**src/rtl/cr_pkg.sv**
```systemverilog
package cr_pkg;
    localparam int CR_W = 32;

    // CR0 bit positions
    localparam int B_PE  = 0;
    localparam int B_MP  = 1;
    localparam int B_TS  = 3;
    localparam int B_ET  = 4;
    localparam int B_WP  = 16;
    localparam int B_PG  = 31;
    // CR4 bit positions
    localparam int B_PSE    = 4;
    localparam int B_PAE    = 5;
    localparam int B_PGE    = 7;
    localparam int B_OSFXSR = 9;
    localparam int B_LA57   = 12;
    localparam int B_OSXSV  = 18;
    localparam int B_SMEP   = 20;
    localparam int B_SMAP   = 21;
    localparam int B_PKE    = 22;

    localparam logic [CR_W-1:0] CR0_XLAT_MASK =
        (CR_W'(1) << B_PG) | (CR_W'(1) << B_WP) | (CR_W'(1) << B_PE);
    localparam logic [CR_W-1:0] CR4_XLAT_MASK =
        (CR_W'(1) << B_PSE) | (CR_W'(1) << B_PAE) | (CR_W'(1) << B_PGE) |
        (CR_W'(1) << B_LA57) | (CR_W'(1) << B_SMEP) | (CR_W'(1) << B_SMAP);
    localparam logic [CR_W-1:0] CR0_RESET = CR_W'(1) << B_ET;

    typedef enum logic [1:0] {
        SEL_CR0 = 2'd0,
        SEL_CR3 = 2'd1,
        SEL_CR4 = 2'd2,
        SEL_NONE = 2'd3
    } cr_sel_e;

    typedef struct packed {
        logic            accept;
        logic            flush;
        logic            lma_set;
        logic            lma_clr;
        logic [CR_W-1:0] value;
    } cr0_upd_t;

    typedef struct packed {
        logic            flush;
        logic [CR_W-1:0] value;
    } cr4_upd_t;

    function automatic logic differs(input logic [CR_W-1:0] a,
                                     input logic [CR_W-1:0] b,
                                     input logic [CR_W-1:0] m);
        return ((a ^ b) & m) != '0;
    endfunction
endpackage

```
**src/rtl/cr0_unit.sv**
```systemverilog
module cr0_unit
    import cr_pkg::*;
(
    input  logic [CR_W-1:0] old_cr0,
    input  logic [CR_W-1:0] new_cr0,
    input  logic            lme,
    input  logic            pae,
    input  logic            lma,
    output cr0_upd_t        upd
);
    logic pg_on, pg_off, enter, drop;

    always_comb begin
        pg_on  = !old_cr0[B_PG] && new_cr0[B_PG];
        pg_off = old_cr0[B_PG] && !new_cr0[B_PG];
        enter  = pg_on && lme;
        drop   = enter && !pae;
        upd.accept  = !drop;
        upd.flush   = !drop && differs(old_cr0, new_cr0, CR0_XLAT_MASK);
        upd.lma_set = enter && pae;
        upd.lma_clr = pg_off && lma;
        upd.value   = new_cr0 | CR0_RESET;
    end
endmodule

```
**src/rtl/cr4_unit.sv**
```systemverilog
module cr4_unit
    import cr_pkg::*;
(
    input  logic [CR_W-1:0] old_cr4,
    input  logic [CR_W-1:0] new_cr4,
    input  logic            has_sse,
    input  logic            has_smap,
    input  logic            has_pku,
    output cr4_upd_t        upd
);
    localparam int NGATE = 3;
    localparam int GATE_POS [NGATE] = '{B_OSFXSR, B_SMAP, B_PKE};

    logic [NGATE-1:0] present;
    logic [CR_W-1:0]  kill;

    assign present = {has_pku, has_smap, has_sse};

    for (genvar g = 0; g < NGATE; g++) begin : g_gate
        logic [CR_W-1:0] one;
        assign one = present[g] ? '0 : (CR_W'(1) << GATE_POS[g]);
    end

    assign kill = g_gate[0].one | g_gate[1].one | g_gate[2].one;

    always_comb begin
        upd.value = new_cr4 & ~kill;
        upd.flush = differs(old_cr4, upd.value, CR4_XLAT_MASK);
    end
endmodule

```
**src/rtl/bnd_unit.sv**
```systemverilog
module bnd_unit
    import cr_pkg::*;
#(
    parameter int CPL_W = 2
) (
    input  logic [CPL_W-1:0] cpl,
    input  logic             osxsave,
    input  logic             xcr0_bnd,
    input  logic [1:0]       cfg_user,
    input  logic [1:0]       cfg_sup,
    output logic             en,
    output logic             pres
);
    localparam logic [CPL_W-1:0] USER_LVL = '1;
    logic [1:0] cfg;

    always_comb begin
        cfg  = (cpl == USER_LVL) ? cfg_user : cfg_sup;
        en   = osxsave && xcr0_bnd && cfg[0];
        pres = cfg[1];
    end
endmodule

```
**src/rtl/cr_write_ctl.sv**
```systemverilog
module cr_write_ctl
    import cr_pkg::*;
#(
    parameter int CR3_W = 32,
    parameter int CPL_W = 2
) (
    input  logic             clk,
    input  logic             rst,
    input  logic             wr_en,
    input  logic [1:0]       wr_sel,
    input  logic [CR_W-1:0]  wr_data,
    input  logic             efer_lme,
    input  logic             feat_sse,
    input  logic             feat_smap,
    input  logic             feat_pku,
    input  logic [CPL_W-1:0] cpl,
    input  logic             xcr0_bnd,
    input  logic [1:0]       bcfg_user,
    input  logic [1:0]       bcfg_sup,
    input  logic             cs_long_load,
    output logic [CR_W-1:0]  cr0_q,
    output logic [CR3_W-1:0] cr3_q,
    output logic [CR_W-1:0]  cr4_q,
    output logic             efer_lma,
    output logic             hf_pe,
    output logic             hf_addseg,
    output logic             hf_cs64,
    output logic [2:0]       hf_fpu,
    output logic             hf_osfxsr,
    output logic             hf_smap,
    output logic             bnd_en,
    output logic             bnd_pres,
    output logic             tlb_flush,
    output logic             ip_clamp
);
    cr_sel_e  sel;
    cr0_upd_t u0;
    cr4_upd_t u4;
    logic     w0, w3, w4;

    assign sel = cr_sel_e'(wr_sel);
    assign w0  = wr_en && (sel == SEL_CR0);
    assign w3  = wr_en && (sel == SEL_CR3);
    assign w4  = wr_en && (sel == SEL_CR4);

    cr0_unit u_cr0 (
        .old_cr0 (cr0_q),
        .new_cr0 (wr_data),
        .lme     (efer_lme),
        .pae     (cr4_q[B_PAE]),
        .lma     (efer_lma),
        .upd     (u0)
    );

    cr4_unit u_cr4 (
        .old_cr4  (cr4_q),
        .new_cr4  (wr_data),
        .has_sse  (feat_sse),
        .has_smap (feat_smap),
        .has_pku  (feat_pku),
        .upd      (u4)
    );

    bnd_unit #(.CPL_W(CPL_W)) u_bnd (
        .cpl      (cpl),
        .osxsave  (cr4_q[B_OSXSV]),
        .xcr0_bnd (xcr0_bnd),
        .cfg_user (bcfg_user),
        .cfg_sup  (bcfg_sup),
        .en       (bnd_en),
        .pres     (bnd_pres)
    );

    always_ff @(posedge clk) begin
        if (rst) begin
            cr0_q     <= CR0_RESET;
            cr3_q     <= '0;
            cr4_q     <= '0;
            efer_lma  <= 1'b0;
            hf_cs64   <= 1'b0;
            hf_addseg <= 1'b0;
            tlb_flush <= 1'b0;
            ip_clamp  <= 1'b0;
        end else begin
            tlb_flush <= (w0 && u0.flush) || (w3 && cr0_q[B_PG]) ||
                         (w4 && u4.flush);
            ip_clamp  <= w0 && u0.accept && u0.lma_clr;

            if (w0 && u0.accept) begin
                cr0_q <= u0.value;
                if (!wr_data[B_PE]) hf_addseg <= 1'b1;
                if (u0.lma_set) efer_lma <= 1'b1;
                if (u0.lma_clr) efer_lma <= 1'b0;
            end

            if (w0 && u0.accept && u0.lma_clr)
                hf_cs64 <= 1'b0;
            else if (cs_long_load && efer_lma)
                hf_cs64 <= 1'b1;

            if (w3) cr3_q <= wr_data[CR3_W-1:0];
            if (w4) cr4_q <= u4.value;
        end
    end

    assign hf_pe     = cr0_q[B_PE];
    assign hf_fpu    = cr0_q[B_TS:B_MP];
    assign hf_osfxsr = cr4_q[B_OSFXSR];
    assign hf_smap   = cr4_q[B_SMAP];
endmodule

```
**config.mk**
```make
export PLATFORM = sky130hd
export DESIGN_NAME = cr_write_ctl
export DESIGN_NICKNAME = d
export VERILOG_FILES = /design/src/rtl/cr_pkg.sv /design/src/rtl/cr0_unit.sv /design/src/rtl/cr4_unit.sv /design/src/rtl/bnd_unit.sv /design/src/rtl/cr_write_ctl.sv
export SDC_FILE = /design/constraint.sdc
export NUM_CORES = 1
export LEC_CHECK = 0
export ABC_AREA = 1
export BUFFER_PORTS_ARGS = -buffer_cell sky130_fd_sc_hd__buf_2
export CAP_MARGIN = 20
export CORE_UTILIZATION = 51
export DETAILED_ROUTE_END_ITERATION = 10
export PLACE_DENSITY = 0.85
export REMOVE_ABC_BUFFERS = 1
export SYNTH_ARGS = -nofsm -noshare
export SYNTH_HDL_FRONTEND = slang
export SYNTH_SLANG_ARGS = --single-unit
```
**constraint.sdc**
```tcl
create_clock -name clk -period 2.6 [get_ports clk]
set_input_delay 0.13 -clock clk [delete_from_list [all_inputs] [get_ports clk]]
set_output_delay 0.13 -clock clk [all_outputs]
set_load 0.005 [all_outputs]
```
# [Yosys cells after proc, flatten, opt, wreduce, memory -nomap -nowiden]
# Index checks and enable logic that the tools add are counted.
[totals] regBits=100 n_memories=0 word_cells=55 latchBits=0 out_inout_bits=109 ram_bits=0 input_bits=49 mem_bits_ro=0
[classes] reduce_logical=31 addsub=0 n_mux=6 n_div=0 eq_ne=3 shift=0 n_mul=0 n_lt_le_gt_ge=0 bitwise_logic=7
[op_table] cell="$or 32x32->32" count=2
[op_table] cell="$reduce_bool 32->1" count=2
[op_table] cell="$and 32x32->32" count=1
[op_table] cell="$not 32->32" count=1
[op_table] cell="$xor 32x32->32" count=1
[op_table] cell="$mux 23" count=1
[op_table] cell="$mux 22" count=1
[op_table] cell="$xor 22x22->22" count=1
[op_table] cell="$logic_and 1x1->1" count=18
[op_table] cell="$mux 10" count=1
[op_table] cell="$eq 2x2->1 const B" count=2
[op_table] cell="$logic_not 1->1" count=4
[op_table] cell="$reduce_and 2->1" count=2
[op_table] cell="$eq 2x1->1 const B" count=1
[op_table] cell="$logic_not 2->1" count=1
[op_table] cell="$logic_or 1x1->1" count=2
[op_table] cell="$mux 1" count=2
[op_table] cell="$mux 2" count=1
[op_table] cell="$reduce_bool 2->1" count=1
[op_table] cell="$reduce_or 2->1" count=1
[op_table] cell="$not 1->1" count=1

# [Depth between registers and ports, before layout]
# Gate-level depths: netlist of the first run.
[depth] word_depth=9 ltp_mapped=9 depth_no_buf=8

# [Cells and area by module]
# Synthesis of the first run repeated with hierarchy kept, for this count alone.
[unflattened] hier_cells=593 hier_area_um2=4473.0
[by_module_without_submodules] module="cr_write_ctl" cells_per_inst=460 seq_area_each_um2=2021.9 instances=1 area_each_um2=3713.6
[by_module_without_submodules] module="cr4_unit" cells_per_inst=67 seq_area_each_um2=0.0 instances=1 area_each_um2=362.8
[by_module_without_submodules] module="cr0_unit" cells_per_inst=55 seq_area_each_um2=0.0 instances=1 area_each_um2=354.1
[by_module_without_submodules] module="bnd_unit" cells_per_inst=11 seq_area_each_um2=0.0 instances=1 area_each_um2=42.5

# [Worst setup path before layout of the first run]
# Ideal clock, no wire load.
[synth_timing] path_type="flip-flop to flip-flop" startpoint="register cr0_q[31]" endpoint="register efer_lma" setup_ps=116 required_ps=2484 slack_ps=1242 period_less_slack_ps=1358 n_path_buf=1 arrival_ps=1242 stages_incl_launch_ff=10 cell_sequence="dfxtp_1 > inv_1 > ha_1 > nand2_1 > nor2_1 > nor2_2 > buf_2 > nand3_1 > nand2_1 > a21oi_1"
[synth_via] elab_chain_len=7 word_cells_on_any_way=12 classes_between="mux: 1; reduce/logical: 11"
[synth_lines] element="from (decl)" line="cr_write_ctl.sv:21" text="output logic [CR_W-1:0] cr0_q,"
[synth_lines] element="from (signal assigned)" line="cr_write_ctl.sv:90" text="cr0_q <= u0.value;"
[synth_lines] element="$logic_not 1->1" line="cr0_unit.sv:14" text="pg_on = !old_cr0[B_PG] && new_cr0[B_PG];"
[synth_lines] element="$logic_and 1x1->1" line="cr0_unit.sv:14"
[synth_lines] element="$logic_and 1x1->1" line="cr0_unit.sv:16" text="enter = pg_on && lme;"
[synth_lines] element="$logic_and 1x1->1" line="cr0_unit.sv:17" text="drop = enter && !pae;"
[synth_lines] element="$logic_not 1->1" line="cr0_unit.sv:18" text="upd.accept = !drop;"
[synth_lines] element="$logic_and 1x1->1" line="cr_write_ctl.sv:89" text="if (w0 && u0.accept) begin"
[synth_lines] element="$reduce_and 2->1 (no source line)"
[synth_lines] element="to (signal assigned)" line="cr_write_ctl.sv:79" text="efer_lma <= 1'b0;"
[synth_lines] element="to (signal assigned)" line="cr_write_ctl.sv:92" text="if (u0.lma_set) efer_lma <= 1'b1;"
[synth_lines] element="to (signal assigned)" line="cr_write_ctl.sv:93" text="if (u0.lma_clr) efer_lma <= 1'b0;"
[synth_lines] element="to (decl)" line="cr_write_ctl.sv:24" text="output logic efer_lma,"
# Parallel ways exist; a longest one is shown, timed or not.
# A chain may end at the register's enable or synchronous reset.

# [Worst setup path in the final report of the first run]
[layout_timing] startpoint="register cr0_q[31]" endpoint="register cr0_q[30]"
[layout_via] elab_chain_len=6
[layout_lines] element="$logic_not 1->1" line="cr0_unit.sv:14"
[layout_lines] element="$logic_and 1x1->1" line="cr0_unit.sv:14"
[layout_lines] element="$logic_and 1x1->1" line="cr0_unit.sv:16"
[layout_lines] element="$logic_and 1x1->1" line="cr0_unit.sv:17"
[layout_lines] element="$logic_not 1->1" line="cr0_unit.sv:18"
[layout_lines] element="$logic_and 1x1->1" line="cr_write_ctl.sv:89"
# Every way passes these cells.

==> flow_summary.json, run 1 <==
{
  "p_leak_nw": 2.35,
  "ys_seq_area_share_pct": 54.3,
  "top_level_ports": 158,
  "crit_path_start": "cr0_q[31]$_SDFFE_PP0P_",
  "viasPerCell": 5.01,
  "routed_wl_um": 9340,
  "cts_tree": "yes",
  "yosysWarningCount": 0,
  "critical-path-top-delay-family": "simple AND/OR/NAND/NOR gates",
  "post-route-util_pct": 67.4,
  "vias": 3598,
  "initialDrtViolationCount": 161,
  "syn-instance-count": 483,
  "grt_remaining_overflow": 0,
  "fin_crit_sh_pct": 71.0,
  "r2r_setup_slack_ps": 750,
  "status": "finished clean",
  "grt_pass1_wl_um": 15000,
  "grt_setup_unrepaired": "false",
  "synth.avg_cell_area_um2": 7.63,
  "htree_levels": 3,
  "worstPathMaxFanout": 25,
  "ys_ff_latch": 100,
  "die_w_um": 87,
  "numPortBuffers": 156,
  "nets": 669,
  "place_congestion": 0.829,
  "max_freq_ghz": 0.542,
  "drc": 0,
  "grt_max_degree": 59,
  "endpoint": "cr0_q[30]$_SDFFE_PP0P_",
  "hold_violations": 0,
  "hold_path_class": "primary input to register",
  "coreArea_mm2": 0.00687,
  "period_minus_slack_ps": 1850,
  "path_clk_slew_ps": 90,
  "drt-pass1-iter-count": 4,
  "cts-hold-fix-buffers": 0,
  "slew_violations": 0,
  "tns_ps": 0,
  "antenna_found_initial": 0,
  "grt_usage_pct": 25.2,
  "ys_types": 17,
  "crit_chain": "inv_1 > ha_1 > nand2_1 > nor2_1 > nor2_4 > inv_2 > nor2_1 > nor2_1",
  "dp_hpwl_um": 6550,
  "crit_type": "register to register",
  "endpoint_kind": "register",
  "fp-row-count": 30,
  "cap_violations": 0,
  "worstSkewPairLatency_ps": 340,
  "clk_path_buf_depth": 2,
  "crit_buf_inv": 2,
  "postLayoutCellArea_mm2": 0.00463,
  "place_area_mm2": 0.00445,
  "layout-drive-gt1-share_pct": 28.6,
  "rr_startpoint": "cr0_q[31]$_SDFFE_PP0P_",
  "slew_headroom_pct": 60.2,
  "cts.sinks": 100,
  "reg2reg_depth": 8,
  "die_y_um": 87,
  "cpMostUsedCell": "nor2_1",
  "syn2layout_area_growth_pct": 25.7,
  "dieArea_mm2": 0.00757,
  "ir_worst_vdd_uv": 385,
  "power.density_mw_per_mm2": 629,
  "cp.depth": 8,
  "cp.required_ps": 2830,
  "cts_resized": 0,
  "crit_path_start_kind": "register",
  "cp_slowest_stage_delay_ps": 390,
  "diodes": 0,
  "grt_pass1_vias": 3329,
  "wire_per_inst_um": 13.0,
  "synth.cell_area_mm2": 0.00368,
  "arrival_ps": 2070,
  "crit_slowest_cell": "dfxtp_1",
  "cts_root_buf": "clkbuf_8",
  "numCtsBuffers": 9,
  "finClkSkew_ps": 9.12,
  "ant_nets": 0,
  "post_cts_buffers": 0,
  "setup_viol": 0,
  "worstReg2RegEnd": "cr0_q[30]$_SDFFE_PP0P_",
  "tightest_slew_ps": 597,
  "start_util_pct": 53.6
}
-- cells in the final DEF, fill, tap and decap left out --
cell	count
buf_2	156
nor2_1	147
dfxtp_1	100
o21ai_0	78
nand2_1	33
a21oi_1	32
inv_1	24
o21ai_1	14
nand3_1	10
clkbuf_8	9
buf_4	4
inv_2	3
ha_1	2
clkbuf_1	2
o211ai_1	1
nor2_4	1
conb_1	1
clkinv_4	1
clkinv_2	1
clkinvlp_4	1
bufinv_16	1
buf_12	1
-- logic make-up after synthesis --
logic type      count (synthesis)  share of synthesized area (%)
compound gates                125                           17.0
fa+ha+maj                       2                          0.679
buf+inv                        64                           7.98
flops                         100                           54.3
other cells                     1                          0.102
simple gates                  191                           19.9
-- flip-flops by register name (all words and copies together), names as in the netlist --
name,flops
hf_addseg,1
cr0_q,31
efer_lma,1
tlb_flush,1
hf_cs64,1
ip_clamp,1
cr4_q,32
cr3_q,32
-- report_power, final --
group          internal [mW]  switching [mW]  total (mW)
Combinational          0.144           0.194       0.337
Sequential              1.61          0.0410        1.65
Clock                  0.441           0.488       0.929
Total                   2.19           0.723        2.91
-- layer usage --
metal / vias to the layer above / track usage, % / share of wire [%]
li1: 1798 / - / -
met1: 1649 / 30.5 / 43
met2: 141 / 45.2 / 49
met3: 10 / 4.93 / 7.4
met4: 0 / 7.58 / 0.93
met5: - / 0 / 0
-- worst min path at each step --
stage | endpoint | start | cells after the start
3_5_place_dp | cr0_q[27]$_SDFFE_PP0P_ | wr_data[27] | 3
2_1_floorplan | cr4_q[22]$_SDFFE_PP0P_ | rst | 1
3_3_place_gp | cr0_q[18]$_SDFFE_PP0P_ | wr_data[18] | 3
5_1_grt | cr0_q[27]$_SDFFE_PP0P_ | wr_data[27] | 3
4_1_cts | cr0_q[27]$_SDFFE_PP0P_ | wr_data[27] | 3
6_report | cr0_q[27]$_SDFFE_PP0P_ | wr_data[27] | 3
-- worst min-delay path: stages --
cell and delay (ps):
buf_2 90, nor2_1 40, nor2_1 80
-- stage by stage --
| step | std cells | hold WS, ps | setup WS [ps] | total power [mW] |
|---|---|---|---|---|
| 2_1_floorplan | 446 | 199 | 509 | 1.84 |
| 3_3_place_gp | 703 | 376 | 942 | 2.00 |
| 3_5_place_dp | 703 | 385 | 798 | 2.02 |
| 4_1_cts | 718 | 17.4 | 743 | 2.94 |
| 5_1_grt | 718 | 28.0 | 597 | 3.05 |
| 6_report | 718 | 33.4 | 755 | 2.91 |
-- final cells by class --
cell class / count / area [um^2]
sequential: 100 / 2000
tap: 96 / 120
fill: 574 / 2240
clock buffer: 11 / 131
timing repair buffer: 161 / 831
clock inverter: 4 / 51.3
inverter: 27 / 101
multi-input combinational: 319 / 1390
-- synthesized netlist by cell type --
master / number / area, um^2
nor2_1: 147 / 552
dfxtp_1: 100 / 2000
o21ai_0: 78 / 390
nand2_1: 33 / 124
a21oi_1: 32 / 160
inv_1: 25 / 93.8
o21ai_1: 14 / 70.1
buf_2: 13 / 65.1
clkbuf_1: 12 / 45.0
buf_4: 10 / 75.1
nand3_1: 10 / 50.1
buf_1: 2 / 7.51
ha_1: 2 / 25.0
inv_2: 2 / 7.51
conb_1: 1 / 3.75
nor2_2: 1 / 6.26
o211ai_1: 1 / 7.51
Power figures use the tool's default switching activity.
==> run 2, diff against run 1 <==
- CORE_UTILIZATION: 51 -> 47
- PLACE_DENSITY: 0.85 -> 0.79
- clock period: 2.6 -> 1.9 ns (I/O delays scaled with it)
==> flow_summary.json, run 2 (synthesis results as in run 1) <==
{
  "fin_crit_sh_pct": 79.9,
  "critical-path-top-delay-family": "simple AND/OR/NAND/NOR gates",
  "numPortBuffers": 156,
  "crit_type": "register to register",
  "layout_commonest_cell": "buf_2",
  "cp.required_ps": 2190,
  "post-route-util_pct": 65.4,
  "layout_common_cells": "156 x buf_2, 147 x nor2_1, 100 x dfxtp_1",
  "grt_pass1_wl_um": 16000,
  "cpMostUsedCell": "nor2_1",
  "tightest_slew_ps": 600,
  "coreArea_mm2": 0.00741,
  "reg2reg_depth": 8,
  "crit_chain": "inv_1 > ha_1 > nand2_1 > nor2_1 > nor2_4 > inv_2 > nor2_1 > nor2_1",
  "vias": 3632,
  "drt-pass1-iter-count": 4,
  "cts_resized": 0,
  "hold_violations": 0,
  "cts.sinks": 100,
  "routed_wl_um": 9730,
  "top_level_ports": 158,
  "worstSkewPairLatency_ps": 350,
  "diodes": 0,
  "whs_path_depth": 3,
  "die_y_um": 90.5,
  "p_leak_nw": 2.44,
  "ant_nets": 0,
  "wire_per_inst_um": 13.1,
  "path_clk_slew_ps": 100,
  "period_minus_slack_ps": 1520,
  "finClkSkew_ps": 10.3,
  "cts_root_buf": "clkbuf_8",
  "crit_buf_inv": 2,
  "grt_max_degree": 42,
  "endpoint_kind": "register",
  "cts-hold-fix-buffers": 16,
  "grt_setup_unrepaired": "false",
  "cap_violations": 0,
  "initialDrtViolationCount": 159,
  "power.internal_mw": 3.10,
  "total_power_mw": 4.15,
  "start_util_pct": 49.7,
  "grt_pass1_vias": 3458,
  "power_frac_comb_pct": 11.9,
  "dieArea_mm2": 0.00820,
  "place_congestion": 0.789,
  "max_freq_ghz": 0.659,
  "grt_remaining_overflow": 0,
  "hold_path_class": "primary input to register",
  "fp-row-count": 31,
  "cts_tree": "yes",
  "worstPathMaxFanout": 25,
  "ir_worst_vdd_uv": 378,
  "slew_headroom_pct": 60.0,
  "top_regs": "cr3_q (32), cr4_q (32), cr0_q (31)",
  "arrival_ps": 1810,
  "die_w_um": 90.5,
  "nets": 688,
  "crit_path_start_kind": "register",
  "cp.depth": 8,
  "status": "finished clean",
  "seq_power_share_pct": 54.3,
  "postLayoutCellArea_mm2": 0.00485,
  "syn2layout_area_growth_pct": 31.5,
  "power.density_mw_per_mm2": 857,
  "final.setup.worst_slack_ps": 381,
  "layout-drive-gt1-share_pct": 28.7,
  "setup_viol": 0,
  "viasPerCell": 4.90,
  "slew_violations": 0,
  "clk_path_buf_depth": 2,
  "crit_slowest_cell": "dfxtp_1",
  "numCtsBuffers": 9,
  "dp_hpwl_um": 6680,
  "place_area_mm2": 0.00447,
  "grt_usage_pct": 24.0,
  "net-switching-power_mw": 1.05,
  "antenna_found_initial": 0,
  "htree_levels": 3,
  "clkPwrFrac_pct": 33.8,
  "pre_cts_slack_ps": 397,
  "holdWs_ps": 14.0,
  "cp_slowest_stage_delay_ps": 350,
  "sw_frac_of_total_pct": 25.2,
  "drc": 0,
  "post_cts_buffers": 0
}
-- run 2: changes by cell type in the layout (fill, tap and decap cells not counted), sizes merged --
| cell | change |
|---|---|
| buf | +3 |
| clkinv | +1 |
| dlygate4sd3 | +16 |
-- run 2: cell type report --
class	count	area, um^2
Fill cell	664	2560
Sequential cell	100	2000
Clock inverter	5	60.1
Timing Repair Buffer	180	1010
Multi-Input combinational cell	319	1390
Clock buffer	11	151
Tap cell	99	124
Inverter	27	101
-- run 2: power by group through the flow --
| stage | combinational (mW) | sequential (mW) | clock [mW] |
|---|---|---|---|
| finish | 0.494 | 2.25 | 1.40 |
| CTS | 0.495 | 2.25 | 1.42 |
| global route | 0.557 | 2.27 | 1.51 |
| detailed placement | 0.468 | 2.30 | 0 |
| global placement | 0.455 | 2.30 | 0 |
| floorplan | 0.205 | 2.31 | 0 |
-- run 2: worst paths after layout --
| check | start | end | slack, ps |
|---|---|---|---|
| worst max-delay path | cr0_q[31]$_SDFFE_PP0P_ | cr0_q[14]$_SDFFE_PP0P_ | 380 |
| worst min-delay path | wr_data[15] | cr0_q[15]$_SDFFE_PP0P_ | 10 |
| worst max register to register | cr0_q[31]$_SDFFE_PP0P_ | cr0_q[14]$_SDFFE_PP0P_ | 380 |
| worst min register to register | hf_addseg$_SDFFE_PP0P_ | hf_addseg$_SDFFE_PP0P_ | 460 |
-- run 2: worst min-delay path, delay by kind of cell --
family	cells	cell delay, ps
buffers and inverters	1	100
and+or+nand+nor	2	120
-- run 2: stage by stage --
step	instances	setup TNS (ps)
2_1_floorplan	446	-4740
3_3_place_gp	709	0
3_5_place_dp	709	0
4_1_cts	741	0
5_1_grt	741	0
6_report	741	0
-- run 2: per-layer routing --
| metal | wire, um | track usage (%) | vias up | share of wire, % |
|---|---|---|---|---|
| met1 | 4360 | 29.3 | 1627 | 45 |
| met5 | 0 | 0 | - | 0 |
| li1 | - | - | 1839 | - |
| met4 | 189 | 9.68 | 0 | 1.9 |
| met2 | 4560 | 40.7 | 146 | 47 |
| met3 | 621 | 5.56 | 20 | 6.4 |
==> run 3, diff against run 2 <==
- clock period: 1.9 -> 1.55 ns (I/O delays scaled with it)
==> flow_summary.json, run 3 (synthesis results as in run 1) <==
{
  "arrival_ps": 1670,
  "ir_worst_vdd_uv": 513,
  "crit_chain": "inv_1 > ha_1 > nand2_1 > nor2_1 > nor2_4 > inv_2 > buf_12 > nor2_1 > nor2_1",
  "power.internal_mw": 3.58,
  "tns_ps": 0,
  "clk_path_buf_depth": 2,
  "ant_nets": 0,
  "setup_viol": 0,
  "power.density_mw_per_mm2": 977,
  "numPortBuffers": 156,
  "diodes": 0,
  "hold_path_class": "primary input to register",
  "hold_violations": 0,
  "cts_root_buf": "clkbuf_8",
  "post_cts_buffers": 0,
  "layout-drive-gt1-share_pct": 28.4,
  "sw_frac_of_total_pct": 25.9,
  "cp_slowest_stage_delay_ps": 340,
  "seq_power_share_pct": 57.3,
  "grt_max_degree": 38,
  "multi_input_area_mm2": 0.00139,
  "nets": 698,
  "net-switching-power_mw": 1.25,
  "place_congestion": 0.789,
  "fp-row-count": 31,
  "layout_common_cells": "156 x buf_2, 147 x nor2_1, 100 x dfxtp_1",
  "num-fill-cells": 663,
  "numCtsBuffers": 9,
  "worstPathMaxFanout": 25,
  "vias": 3711,
  "fin_crit_sh_pct": 92.5,
  "cp.required_ps": 1790,
  "period_minus_slack_ps": 1430,
  "coreArea_mm2": 0.00741,
  "clkPwrFrac_pct": 29.5,
  "post-route-util_pct": 66.6,
  "cap_violations": 0,
  "total_power_mw": 4.82,
  "worstSkewPairLatency_ps": 350,
  "antenna_found_initial": 0,
  "drt-pass1-iter-count": 5,
  "path_clk_slew_ps": 90,
  "grt_remaining_overflow": 0,
  "slew_violations": 0,
  "grt_usage_pct": 24.3,
  "syn2layout_area_growth_pct": 34.0,
  "cpMostUsedCell": "nor2_1",
  "critical-path-top-delay-family": "simple AND/OR/NAND/NOR gates",
  "die_y_um": 90.5,
  "dp_hpwl_um": 6770,
  "top_level_ports": 158,
  "initialDrtViolationCount": 136,
  "p_leak_nw": 2.48,
  "grt_pass1_wl_um": 16100,
  "finClkSkew_ps": 6.51,
  "crit_slowest_cell": "dfxtp_1",
  "crit_buf_inv": 3,
  "wire_per_inst_um": 13.3,
  "cts_tree": "yes",
  "dieArea_mm2": 0.00820,
  "power_frac_comb_pct": 13.2,
  "die_w_um": 90.5,
  "status": "finished clean",
  "viasPerCell": 4.94,
  "htree_levels": 3,
  "seq_area_mm2": 0.00200,
  "grt_pass1_vias": 3491,
  "layout_commonest_cell": "buf_2",
  "routed_wl_um": 10000,
  "max_freq_ghz": 0.698,
  "cts.sinks": 100,
  "endpoint_kind": "register",
  "drc": 0,
  "crit_path_start_kind": "register",
  "crit_type": "register to register",
  "grt_setup_unrepaired": "false",
  "top_regs": "cr3_q (32), cr4_q (32), cr0_q (31)",
  "start_util_pct": 49.7
}
## run 3: changes by cell type in the layout (fill, tap and decap cells not counted)
| cell | before | now |
|---|---|---|
| bufinv_16 | 1 | 0 |
| buf_12 | 1 | 5 |
| dlygate4sd3_1 | 16 | 22 |
| clkinv_2 | 1 | 2 |
| clkinv_4 | 2 | 1 |
| clkbuf_1 | 0 | 3 |
| clkbuf_8 | 11 | 9 |
## run 3: worst reg2reg max path, stage by stage, from the launching register on
cell	delay [ps]
dfxtp_1	340
inv_1	60
ha_1	190
nand2_1	60
nor2_1	60
nor2_4	210
inv_2	70
buf_12	160
nor2_1	120
nor2_1	60
## run 3: power groups by stage
| stage | combinational [mW] | sequential [mW] | clock [mW] |
|---|---|---|---|
| after floorplan | 0.251 | 2.83 | 0 |
| after global placement | 0.577 | 2.81 | 0 |
| after detailed placement | 0.594 | 2.82 | 0 |
| after CTS | 0.638 | 2.76 | 1.46 |
| after global routing | 0.715 | 2.78 | 1.57 |
| final | 0.638 | 2.76 | 1.42 |
## run 3: final timing paths
kind	start	end	cells after the start	slack, ps
worst max-delay path	cr0_q[31]$_SDFFE_PP0P_	cr0_q[8]$_SDFFE_PP0P_	9	120
worst min-delay path	feat_smap	cr4_q[21]$_SDFFE_PP0P_	3	10
worst max register to register	cr0_q[31]$_SDFFE_PP0P_	cr0_q[8]$_SDFFE_PP0P_	9	120
worst min register to register	hf_addseg$_SDFFE_PP0P_	hf_addseg$_SDFFE_PP0P_	2	470
## run 3: cell type report
| cell class | instances | share of cell area, % |
|---|---|---|
| sequential | 100 | 40.6 |
| multi-input combinational | 319 | 28.2 |
| timing repair buffer | 190 | 23.4 |
| clock buffer | 12 | 2.74 |
| tap | 99 | 2.51 |
| inverter | 27 | 2.05 |
| clock inverter | 4 | 0.532 |
## run 3: through the flow
step | instance area (um^2) | cells | setup WS [ps] | hold slack [ps]
finish | 4940 | 751 | 117 | 11.3
global route | 4940 | 751 | 8.50 | 15.9
CTS | 4940 | 751 | 113 | 0.162
detailed placement | 4550 | 713 | 130 | 331
global placement | 4550 | 713 | 196 | 325
floorplan | 3490 | 446 | -541 | 147
## run 3: what timing repair did
| item | in CTS | in global routing |
|---|---|---|
| hold buffers | 22 | 0 |
| resized for setup | 0 | 0 |
| endpoints found under the hold margin | 31 | 0 |
## run 3: per-layer routing
layer  routed length [um]  vias to the layer above  global-route usage, %
li1                     -                     1865                      -
met1                 4330                     1675                   29.9
met2                 4970                      157                   42.9
met3                  541                       14                   3.28
met4                  184                        0                   9.68
met5                    0                        -                      0
